[src/rtl/trap_ret_pkg.sv]
// Shared definitions for the trap return unit.
// Assumes a 64-bit status word layout with the fixed bit positions below.
package trap_ret_pkg;
    parameter int XLEN = 64;

    typedef enum logic [1:0] {
        PRIV_U   = 2'b00,
        PRIV_S   = 2'b01,
        PRIV_RSV = 2'b10,
        PRIV_M   = 2'b11
    } priv_e;

    // machine status word fields
    localparam int ST_SIE    = 1;
    localparam int ST_MIE    = 3;
    localparam int ST_SPIE   = 5;
    localparam int ST_MPIE   = 7;
    localparam int ST_SPP    = 8;
    localparam int ST_MPP_LO = 11;
    localparam int ST_TSR    = 22;
    localparam int ST_MPV    = 39;

    // hypervisor status word fields
    localparam int HS_SPV  = 7;
    localparam int HS_SP2P = 8;
    localparam int HS_SP2V = 9;

    typedef struct packed {
        logic illegal;
        logic misaligned;
    } exc_t;

    typedef struct packed {
        logic [XLEN-1:0] status;
        logic [XLEN-1:0] hstatus;
        logic [1:0]      priv;
        logic            virt;
        logic            swap;
    } ret_state_t;
endpackage

[src/rtl/trap_ret_check.sv]
// Legality checks for a trap return.
// Order: privilege first, then target alignment, then the trap-supervisor-return bit.
// Assumes pc_low holds bits 1:0 of the already selected return PC.
module trap_ret_check
    import trap_ret_pkg::*;
(
    input  logic       is_mret,
    input  logic [1:0] cur_priv,
    input  logic [1:0] pc_low,
    input  logic       c_ext_en,
    input  logic       tsr,
    output exc_t       exc
);
    logic priv_ok;
    logic misal;

    // privilege gate for each return kind
    always_comb begin
        if (is_mret) priv_ok = (cur_priv == PRIV_M);
        else         priv_ok = (cur_priv != PRIV_U);
    end

    // misalignment only matters once the privilege check has passed
    always_comb misal = priv_ok && !c_ext_en && (pc_low != 2'b00);

    // combine into the exception record with the fixed priority
    always_comb begin
        exc.misaligned = misal;
        exc.illegal    = !priv_ok || (!misal && !is_mret && tsr);
    end
endmodule

[src/rtl/trap_ret_mstate.sv]
// Next-state computation for a machine-level return.
// Assumes the caller discards the result when an exception is raised.
module trap_ret_mstate
    import trap_ret_pkg::*;
(
    input  logic [XLEN-1:0] status_in,
    input  logic [XLEN-1:0] hstatus_in,
    input  logic            cur_virt,
    input  logic            h_ext_en,
    output ret_state_t      nxt
);
    // rewrite the machine stack fields and pick the resume mode
    always_comb begin
        nxt.status                   = status_in;
        nxt.hstatus                  = hstatus_in;
        nxt.status[ST_MIE]           = status_in[ST_MPIE];
        nxt.status[ST_MPIE]          = 1'b1;
        nxt.status[ST_MPP_LO +: 2]   = PRIV_U;
        nxt.status[ST_MPV]           = 1'b0;
        nxt.priv                     = status_in[ST_MPP_LO +: 2];
        if (h_ext_en) begin
            nxt.virt = status_in[ST_MPV];
            nxt.swap = status_in[ST_MPV];
        end else begin
            nxt.virt = cur_virt;
            nxt.swap = 1'b0;
        end
    end
endmodule

[src/rtl/trap_ret_sstate.sv]
// Next-state computation for a supervisor-level return.
// Has two variants: the plain one and the hypervisor one, which is taken when
// hypervisor support is on and the hart is not virtualized.
// Assumes the caller discards the result when an exception is raised.
module trap_ret_sstate
    import trap_ret_pkg::*;
(
    input  logic [XLEN-1:0] status_in,
    input  logic [XLEN-1:0] hstatus_in,
    input  logic            cur_virt,
    input  logic            h_ext_en,
    output ret_state_t      nxt
);
    logic hyp_path;

    // choose the hypervisor variant
    always_comb hyp_path = h_ext_en && !cur_virt;

    // rewrite the supervisor stack fields, shifting the second level on the hypervisor path
    always_comb begin
        nxt.status           = status_in;
        nxt.hstatus          = hstatus_in;
        nxt.status[ST_SIE]   = status_in[ST_SPIE];
        nxt.status[ST_SPIE]  = 1'b1;
        nxt.priv             = {1'b0, status_in[ST_SPP]};
        if (hyp_path) begin
            nxt.status[ST_SPP]   = hstatus_in[HS_SP2P];
            nxt.hstatus[HS_SPV]  = hstatus_in[HS_SP2V];
            nxt.hstatus[HS_SP2P] = 1'b0;
            nxt.hstatus[HS_SP2V] = 1'b0;
            nxt.virt             = hstatus_in[HS_SPV];
            nxt.swap             = hstatus_in[HS_SPV];
        end else begin
            nxt.status[ST_SPP]   = 1'b0;
            nxt.virt             = cur_virt;
            nxt.swap             = 1'b0;
        end
    end
endmodule

[src/rtl/trap_ret_unit.sv]
// Trap return unit: validates a machine or supervisor return and registers the
// resulting status words, privilege, virtualization, target PC and swap request.
// Assumes ret_valid is a single-cycle request and inputs are stable in that cycle.
module trap_ret_unit
    import trap_ret_pkg::*;
(
    input  logic            clk,
    input  logic            rst_n,
    input  logic            ret_valid,
    input  logic            ret_is_mret,
    input  logic [1:0]      cur_priv,
    input  logic            cur_virt,
    input  logic            c_ext_en,
    input  logic            h_ext_en,
    input  logic [XLEN-1:0] status_in,
    input  logic [XLEN-1:0] hstatus_in,
    input  logic [XLEN-1:0] mepc_in,
    input  logic [XLEN-1:0] sepc_in,
    output logic            ret_done,
    output logic            exc_illegal,
    output logic            exc_misaligned,
    output logic [1:0]      new_priv,
    output logic            new_virt,
    output logic [XLEN-1:0] ret_pc,
    output logic [XLEN-1:0] status_out,
    output logic [XLEN-1:0] hstatus_out,
    output logic            bank_swap
);
    logic [XLEN-1:0] sel_pc;
    exc_t            exc;
    ret_state_t      m_nxt, s_nxt, pick;
    logic            any_exc;

    // return target follows the return kind
    always_comb sel_pc = ret_is_mret ? mepc_in : sepc_in;

    trap_ret_check u_check (
        .is_mret  (ret_is_mret),
        .cur_priv (cur_priv),
        .pc_low   (sel_pc[1:0]),
        .c_ext_en (c_ext_en),
        .tsr      (status_in[ST_TSR]),
        .exc      (exc)
    );

    trap_ret_mstate u_mstate (
        .status_in  (status_in),
        .hstatus_in (hstatus_in),
        .cur_virt   (cur_virt),
        .h_ext_en   (h_ext_en),
        .nxt        (m_nxt)
    );

    trap_ret_sstate u_sstate (
        .status_in  (status_in),
        .hstatus_in (hstatus_in),
        .cur_virt   (cur_virt),
        .h_ext_en   (h_ext_en),
        .nxt        (s_nxt)
    );

    // select the update, or freeze everything when a check fails
    always_comb begin
        any_exc = exc.illegal || exc.misaligned;
        if (any_exc) begin
            pick.status  = status_in;
            pick.hstatus = hstatus_in;
            pick.priv    = cur_priv;
            pick.virt    = cur_virt;
            pick.swap    = 1'b0;
        end else if (ret_is_mret) begin
            pick = m_nxt;
        end else begin
            pick = s_nxt;
        end
    end

    // output register: pulses clear each cycle, results hold between requests
    always_ff @(posedge clk) begin
        if (!rst_n) begin
            ret_done       <= 1'b0;
            exc_illegal    <= 1'b0;
            exc_misaligned <= 1'b0;
            bank_swap      <= 1'b0;
            new_priv       <= PRIV_M;
            new_virt       <= 1'b0;
            ret_pc         <= '0;
            status_out     <= '0;
            hstatus_out    <= '0;
        end else begin
            ret_done       <= ret_valid;
            exc_illegal    <= ret_valid && exc.illegal;
            exc_misaligned <= ret_valid && exc.misaligned;
            bank_swap      <= ret_valid && pick.swap;
            if (ret_valid) begin
                new_priv    <= pick.priv;
                new_virt    <= pick.virt;
                ret_pc      <= sel_pc;
                status_out  <= pick.status;
                hstatus_out <= pick.hstatus;
            end
        end
    end


    mret_priv_chk: assert property (@(posedge clk) disable iff (!rst_n)
        (ret_valid && ret_is_mret && cur_priv != PRIV_M) |=> (ret_done && exc_illegal));


    sret_priv_chk: assert property (@(posedge clk) disable iff (!rst_n)
        (ret_valid && !ret_is_mret && cur_priv == PRIV_U) |=> (ret_done && exc_illegal));


    misalign_chk: assert property (@(posedge clk) disable iff (!rst_n)
        (ret_valid && !c_ext_en && sel_pc[1:0] != 2'b00 &&
         (ret_is_mret ? cur_priv == PRIV_M : cur_priv != PRIV_U))
        |=> (exc_misaligned && !exc_illegal));


    freeze_on_exc_chk: assert property (@(posedge clk) disable iff (!rst_n)
        (ret_done && (exc_illegal || exc_misaligned)) |->
        (status_out == $past(status_in) && hstatus_out == $past(hstatus_in) &&
         new_priv == $past(cur_priv) && new_virt == $past(cur_virt) && !bank_swap));


    mret_fields_chk: assert property (@(posedge clk) disable iff (!rst_n)
        (ret_done && !exc_illegal && !exc_misaligned && $past(ret_is_mret)) |->
        (status_out[ST_MPIE] && status_out[ST_MPP_LO +: 2] == PRIV_U &&
         !status_out[ST_MPV] && status_out[ST_MIE] == $past(status_in[ST_MPIE])));


    swap_ctx_chk: assert property (@(posedge clk) disable iff (!rst_n)
        bank_swap |-> (ret_done && !exc_illegal && !exc_misaligned && new_virt));


    pulse_quiet_chk: assert property (@(posedge clk) disable iff (!rst_n)
        !ret_done |-> (!exc_illegal && !exc_misaligned && !bank_swap));
endmodule

[config.mk]
export PLATFORM = sky130hd
export DESIGN_NAME = trap_ret_unit
export DESIGN_NICKNAME = d
export VERILOG_FILES = /design/src/rtl/trap_ret_pkg.sv /design/src/rtl/trap_ret_check.sv /design/src/rtl/trap_ret_mstate.sv /design/src/rtl/trap_ret_sstate.sv /design/src/rtl/trap_ret_unit.sv
export SDC_FILE = /design/constraint.sdc
export NUM_CORES = 1
export LEC_CHECK = 0
export BUFFER_PORTS_ARGS = -buffer_cell sky130_fd_sc_hd__buf_2
export CAP_MARGIN = 20
export CELL_PAD_IN_SITES_DETAIL_PLACEMENT = 1
export CELL_PAD_IN_SITES_GLOBAL_PLACEMENT = 1
export CORE_AREA = 2 2 178 180
export CTS_CLUSTER_SIZE = 8
export DETAILED_ROUTE_END_ITERATION = 10
export DIE_AREA = 0 0 180 182
export PLACE_DENSITY = 0.69
export SLEW_MARGIN = 10
export SYNTH_ARGS = -nofsm -noshare
export SYNTH_HDL_FRONTEND = slang
export SYNTH_SLANG_ARGS = --single-unit
export TNS_END_PERCENT = 20
[constraint.sdc]
create_clock -name clk -period 1.3 [get_ports clk]
set_input_delay 0.065 -clock clk [delete_from_list [all_inputs] [get_ports clk]]
set_output_delay 0.065 -clock clk [all_outputs]
set_load 0.01 [all_outputs]
==> reports/metrics.yaml, run 1 <==
run:
  maxCapViolCount: 0
floorplan:
  core_area_mm2: 0.0310
  dieArea_mm2: 0.0328
  row_count: 65
  io_pins: 464
  dieHeight_um: 182
  start_util_pct: 26.3
  die_w_um: 180
cells_and_area:
  regArea_mm2: 0.00398
  layout-area-overhead-vs-synth_pct: 73.3
  multiInputGateArea_mm2: 0.00389
  postLayoutCoreUtil_pct: 45.7
  nFillCells: 3516
  drive_above_1_share_pct: 36.6
  nets: 1721
cts:
  cts_sinks: 199
  cts_root_buf: "clkbuf_16"
  cts_made_buffers: 17
  cts_tree: "done"
  ctsLongestPathBuffers: 2
  ctsHtreeMaxLevel: 4
  clkSlewWorstSetupHoldPaths_ps: 80
  insertion_delay_ps: 430
logic_synthesis:
  syn_inst: 759
  yosysSeqAreaShare_pct: 48.8
  synth_seq_cells: 199
  synth_top_area_share_pct: 48.8
  synth_fp_nets: 1024
  synth_area_mm2: 0.00816
  ys_dominant_reg_cell: "dfxtp_1"
  async_flop_share_pct: 0
  synth.avg_cell_area_um2: 10.8
  ys.warnings.count: 0
  synth_cell_type_count: 33
  ys_top_cells_by_area: "dfxtp_1 (49%), mux2i_1 (23%), nor2b_1 (9.0%)"
  synth_edf_count: 0
  synth_top_cell_by_area: "dfxtp_1"
routing:
  wirelength_um: 34300
  dr.pass1.iters: 4
  first_iter_violations: 234
  num_vias: 8417
  wire_per_inst_um: 18.3
  drt-vias-per-instance: 4.50
  drc_errors: 0
  antenna_left: 0
global_route:
  grt_pass1_wl_um: 52500
  grt_pass1_vias: 9336
  antenna_found_initial: 1
  gr-total-overflow: 0
  track_usage_pct: 20.3
  grt_start_max_net_pins: 128
power_and_ir_drop:
  p_leak_nw: 7.56
  peakVddDrop_v: 0.000729
  p_per_area_mw_per_mm2: 1080
timing:
  slew_headroom_pct: 67.8
  worstMarginPinSlew_ps: 484
  fin_skew_ps: 0
  fin_hold_ws_ps: -5.78
  maxSlewViolCount: 0
  fin_crit_sh_pct: 101
  worst_slack_ps: -16.8
  fin_crit_ps: 1320
  hold_viol: 1
  finalSetupViolations: 2
  fmax_ghz: 0.759
worst_hold_path:
  hp-class: "primary input to register"
worst_setup_path:
  end_kind: "register"
  cp_max_fo: 1
  worst_ep_required_time_ps: 1630
  arrival_ps: 1640
  worst_setup_path_start_kind: "primary input"
  crit_type: "primary input to register"
run_status:
  outcome: "finished with violations"
  violations: "negative hold slack, negative setup slack"
place:
  gp_congestion: 0.812
  port_buffers: 463
  pre_cts_ws_ps: 44.9
  hpwlAfterDp_um: 21300
## path summary, 6_finish.rpt
path	startpoint	endpoint	slack (ps)	depth (start not counted)
max	sepc_in[7]	ret_pc[7]	-20	6
min	mepc_in[28]	ret_pc[28]	-6	4
max reg2reg	new_virt	new_virt	550	1
min reg2reg	status_out[39]	status_out[39]	460	2
## metrics by stage
stage,cell area (µm²),std cells,setup TNS [ps],total power [mW]
detailed placement,11000,1593,0,9.19
global placement,11000,1593,0,9.13
global route,14200,1872,-5.14,16.0
CTS,14100,1872,0,15.3
floorplan,8160,759,0,8.00
finish,14200,1872,-22.1,15.3
## cells in the mapped netlist (all sizes together) (2+ instances only)
cell type  count
nor2b        118
o211a         64
o211ai         3
mux2i        185
clkbuf        27
o2111ai        2
buf           33
inv            8
a21boi         5
nor2           3
nand2         74
o21ai          6
dfxtp        199
nor3           2
nand3          9
a31oi          6
a21oi          4
## sequential cells by signal (all words and copies together), names as in the netlist
register	count
bank_swap	1
exc_illegal	1
exc_misaligned	1
hstatus_out	64
new_priv	2
new_virt	1
ret_done	1
ret_pc	64
status_out	64
## routing by layer
metal	wire (µm)	GRT usage, %	vias to the layer above
li1	-	-	4022
met1	13100	21.5	3997
met2	17900	37.8	339
met3	2170	5.62	59
met4	1130	8.42	0
met5	0	0	-
## final cells by class
| class | instances | area share [%] |
|---|---|---|
| inverters | 8 | 0.212 |
| well taps | 402 | 3.55 |
| diodes | 1 | 0.0177 |
| repair buffers | 738 | 36.4 |
| multi-input cells | 492 | 27.5 |
| flip-flops and latches | 199 | 28.2 |
| clock inverters | 13 | 0.928 |
| clock buffers | 19 | 3.20 |
## logic make-up after synthesis
| kind of cell | after synthesis | share of synthesized area [%] |
|---|---|---|
| muxes | 185 | 22.7 |
| AOI/OAI and AO/OA | 94 | 10.4 |
| and+or+nand+nor | 212 | 14.1 |
| buffers and inverters | 68 | 3.88 |
| adders and majority gates | 1 | 0.123 |
| DFF | 199 | 48.8 |
## critical path: stages
cell           delay [ps]
dlygate4sd3_1         540
buf_2                 140
mux2i_1               160
dlygate4sd3_1         580
nand2_1                60
o211a_1               110
## cells in the final DEF (no fill, tap or decap), types with 4 or more instances in the layout
master / instances
dlymetal6s4s_1: 15
a21oi_1: 4
buf_4: 25
buf_2: 460
inv_6: 6
dlygate4sd3_1: 229
inv_1: 7
nand3_1: 9
a21boi_1: 5
nor2b_1: 118
clkbuf_16: 17
mux2i_1: 182
dfxtp_1: 199
nand2_1: 74
o21ai_0: 6
o211a_1: 64
a31oi_1: 6
buf_12: 7
## timing repair
| action | in CTS | in global routing |
|---|---|---|
| setup endpoints to repair | 0 | 37 |
| hold endpoints to repair | 194 | 1 |
| hold buffers | 247 | 1 |
| buffers inserted | 0 | 2 |
| resized for setup | 0 | 23 |
## report_power, final
| part | internal (mW) | switching, mW |
|---|---|---|
| combinational | 1.71 | 1.38 |
| clock | 2.81 | 2.66 |
| sequential | 6.49 | 0.222 |
| total | 11.0 | 4.26 |
No activity file was read; power rests on OpenSTA's default activity.
==> run 2, diff against run 1 <==
--- a/config.mk
+++ b/config.mk
@@ -9,11 +9,12 @@
 export CAP_MARGIN = 20
 export CELL_PAD_IN_SITES_DETAIL_PLACEMENT = 1
 export CELL_PAD_IN_SITES_GLOBAL_PLACEMENT = 1
-export CORE_AREA = 2 2 178 180
+export CORE_ASPECT_RATIO = 0.6
+export CORE_MARGIN = 2
+export CORE_UTILIZATION = 29
 export CTS_CLUSTER_SIZE = 8
 export DETAILED_ROUTE_END_ITERATION = 10
-export DIE_AREA = 0 0 180 182
-export PLACE_DENSITY = 0.69
+export PLACE_DENSITY = 0.77
 export SLEW_MARGIN = 10
 export SYNTH_ARGS = -nofsm -noshare
 export SYNTH_HDL_FRONTEND = slang
==> constraint.sdc (replaced) <==
create_clock -name clk -period 1.18 [get_ports clk]
set_input_delay 0.059 -clock clk [delete_from_list [all_inputs] [get_ports clk]]
set_output_delay 0.059 -clock clk [all_outputs]
set_load 0.01 [all_outputs]
==> run 2 against run 1 <==
Effect of this change:
- the flow now finishes without violations
- power grew 11%
- combinational power rose by 14%
- sequential power is 11% higher
- clock skew stayed put
- cell count is 0.27% lower
==> reports/metrics.yaml, run 2 (synthesis results as in run 1) <==
worst_setup_path:
  startpoint: "rst_n"
  r2r_slack_ps: 30
  worstReg2RegStart: "hstatus_out[5]"
  path_depth: 4
  cp_max_fo: 14
  r2r_end: "hstatus_out[5]"
  worst_setup_path_start_kind: "primary input"
  timing.critical_path.mode_cell: "dlygate4sd3_1"
  path_buf_inv: 3
  path_cells: "dlygate4sd3_1 > buf_6 > nor2b_1 > dlygate4sd3_1"
  critical_path.top_delay_family: "buffers and inverters"
  end_kind: "register"
  endpoint: "hstatus_out[5]"
  rr_worst_depth: 3
  slowest_stage: "dlygate4sd3_1"
  crit_type: "primary input to register"
  worst_ep_required_time_ps: 1520
  arrival_ps: 1500
  cp_slowest_stage_delay_ps: 570
timing:
  slew_headroom_pct: 69.1
  hold_viol: 0
  fin_crit_ps: 1160
  fin_skew_ps: 0
  fin_hold_ws_ps: 20.5
  worst_slack_ps: 22.5
  rsz0062_at_grt: "yes"
  finalSetupViolations: 0
  maxSlewViolCount: 0
  worstMarginPinSlew_ps: 462
  fmax_ghz: 0.864
  fin_crit_sh_pct: 98.1
  setup_tns_ps: 0
run_status:
  outcome: "finished clean"
global_route:
  track_usage_pct: 26.5
  grt_pass1_wl_um: 59200
  antenna_found_initial: 8
  gr-total-overflow: 0
  grt_pass1_vias: 10100
  grt_start_max_net_pins: 55
power_and_ir_drop:
  p_leak_nw: 7.60
  p_per_area_mw_per_mm2: 1190
  peakVddDrop_v: 0.000668
floorplan:
  core_area_mm2: 0.0276
  dieArea_mm2: 0.0296
  io_pins: 464
  row_count: 47
  start_util_pct: 29.5
  dieHeight_um: 134
  die_w_um: 221
cells_and_area:
  final_area_mm2: 0.0143
  layout-area-overhead-vs-synth_pct: 75.2
  drive_above_1_share_pct: 36.2
  final_common_cell: "buf_2"
  reg.largest.list: "hstatus_out x64, ret_pc x64, status_out x64"
  postLayoutCoreUtil_pct: 51.8
  nets: 1746
  final_cell_mix: "buf_2 (460), dlygate4sd3_1 (254), dfxtp_1 (199)"
place:
  placed_cell_area_mm2: 0.0111
  gp_congestion: 0.808
  pre_cts_ws_ps: -108
  port_buffers: 463
  hpwlAfterDp_um: 23300
routing:
  drc_errors: 0
  drt-vias-per-instance: 4.79
  first_iter_violations: 332
  wirelength_um: 39900
  wire_per_inst_um: 21.4
  num_vias: 8937
  antenna_left: 0
  dr.pass1.iters: 4
cts:
  cts_made_buffers: 17
  cts_tree: "done"
  ctsLongestPathBuffers: 2
  clkSlewWorstSetupHoldPaths_ps: 70
  cts_setup_buffers: 0
  cts_sinks: 199
  insertion_delay_ps: 450
  ctsHtreeMaxLevel: 4
  cts_root_buf: "clkbuf_16"
worst_hold_path:
  hp-class: "primary input to register"
  min_path_cells: 3
run:
  maxCapViolCount: 0
==> run 2: how the worst min path moves through the flow <==
stage	from	endpoint	slack, ps
3_3_place_gp	status_in[0]	status_out[0]	310
5_1_grt	ret_valid	status_out[43]	9
4_1_cts	ret_valid	bank_swap	5
2_1_floorplan	status_in[5]	status_out[5]	210
3_5_place_dp	hstatus_in[52]	hstatus_out[52]	330
6_report	ret_valid	bank_swap	20
==> run 2: stage by stage <==
stage,power [mW],instances
6_report,17.0,1867
5_1_grt,17.7,1867
4_1_cts,16.9,1862
3_5_place_dp,10.2,1570
3_3_place_gp,10.1,1570
2_1_floorplan,8.82,759
==> run 2: worst min-delay path, delay by kind of cell <==
| family | cells | cell delay [ps] |
|---|---|---|
| and+or+nand+nor | 2 | 200 |
| buffers and inverters | 1 | 150 |
==> run 2: layer usage <==
metal  part of all wire [%]  vias to the layer above  global-route usage, %
li1                       -                     4091                      -
met1                     37                     4390                   26.7
met2                     53                      362                   50.3
met3                    6.3                       92                   7.57
met4                    3.8                        2                   12.1
met5                  0.040                        -                      0
==> run 2: report_power, final <==
group          switching [mW]  internal (mW)  leakage [nW]
registers               0.271           7.15          1.65
logic                    1.64           1.88          5.68
clock network            2.99           3.03         0.277
==> run 2: layout make-up <==
class                      instances  area (µm²)
clock buffer                      18         439
antenna                            7        17.5
timing repair buffer             763        5370
fill                            3095       13300
tap                              367         459
inverter                           8        30.0
clock inverter                    13         138
multi-input combinational        492        3860
sequential                       199        3980
==> run 2: what timing repair did <==
| item | 4_1_cts | 5_1_grt |
|---|---|---|
| setup endpoints to repair | 0 | 10 |
| hold buffers | 261 | 0 |
| hold endpoints to repair | 195 | 0 |
| gates resized for setup | 0 | 6 |
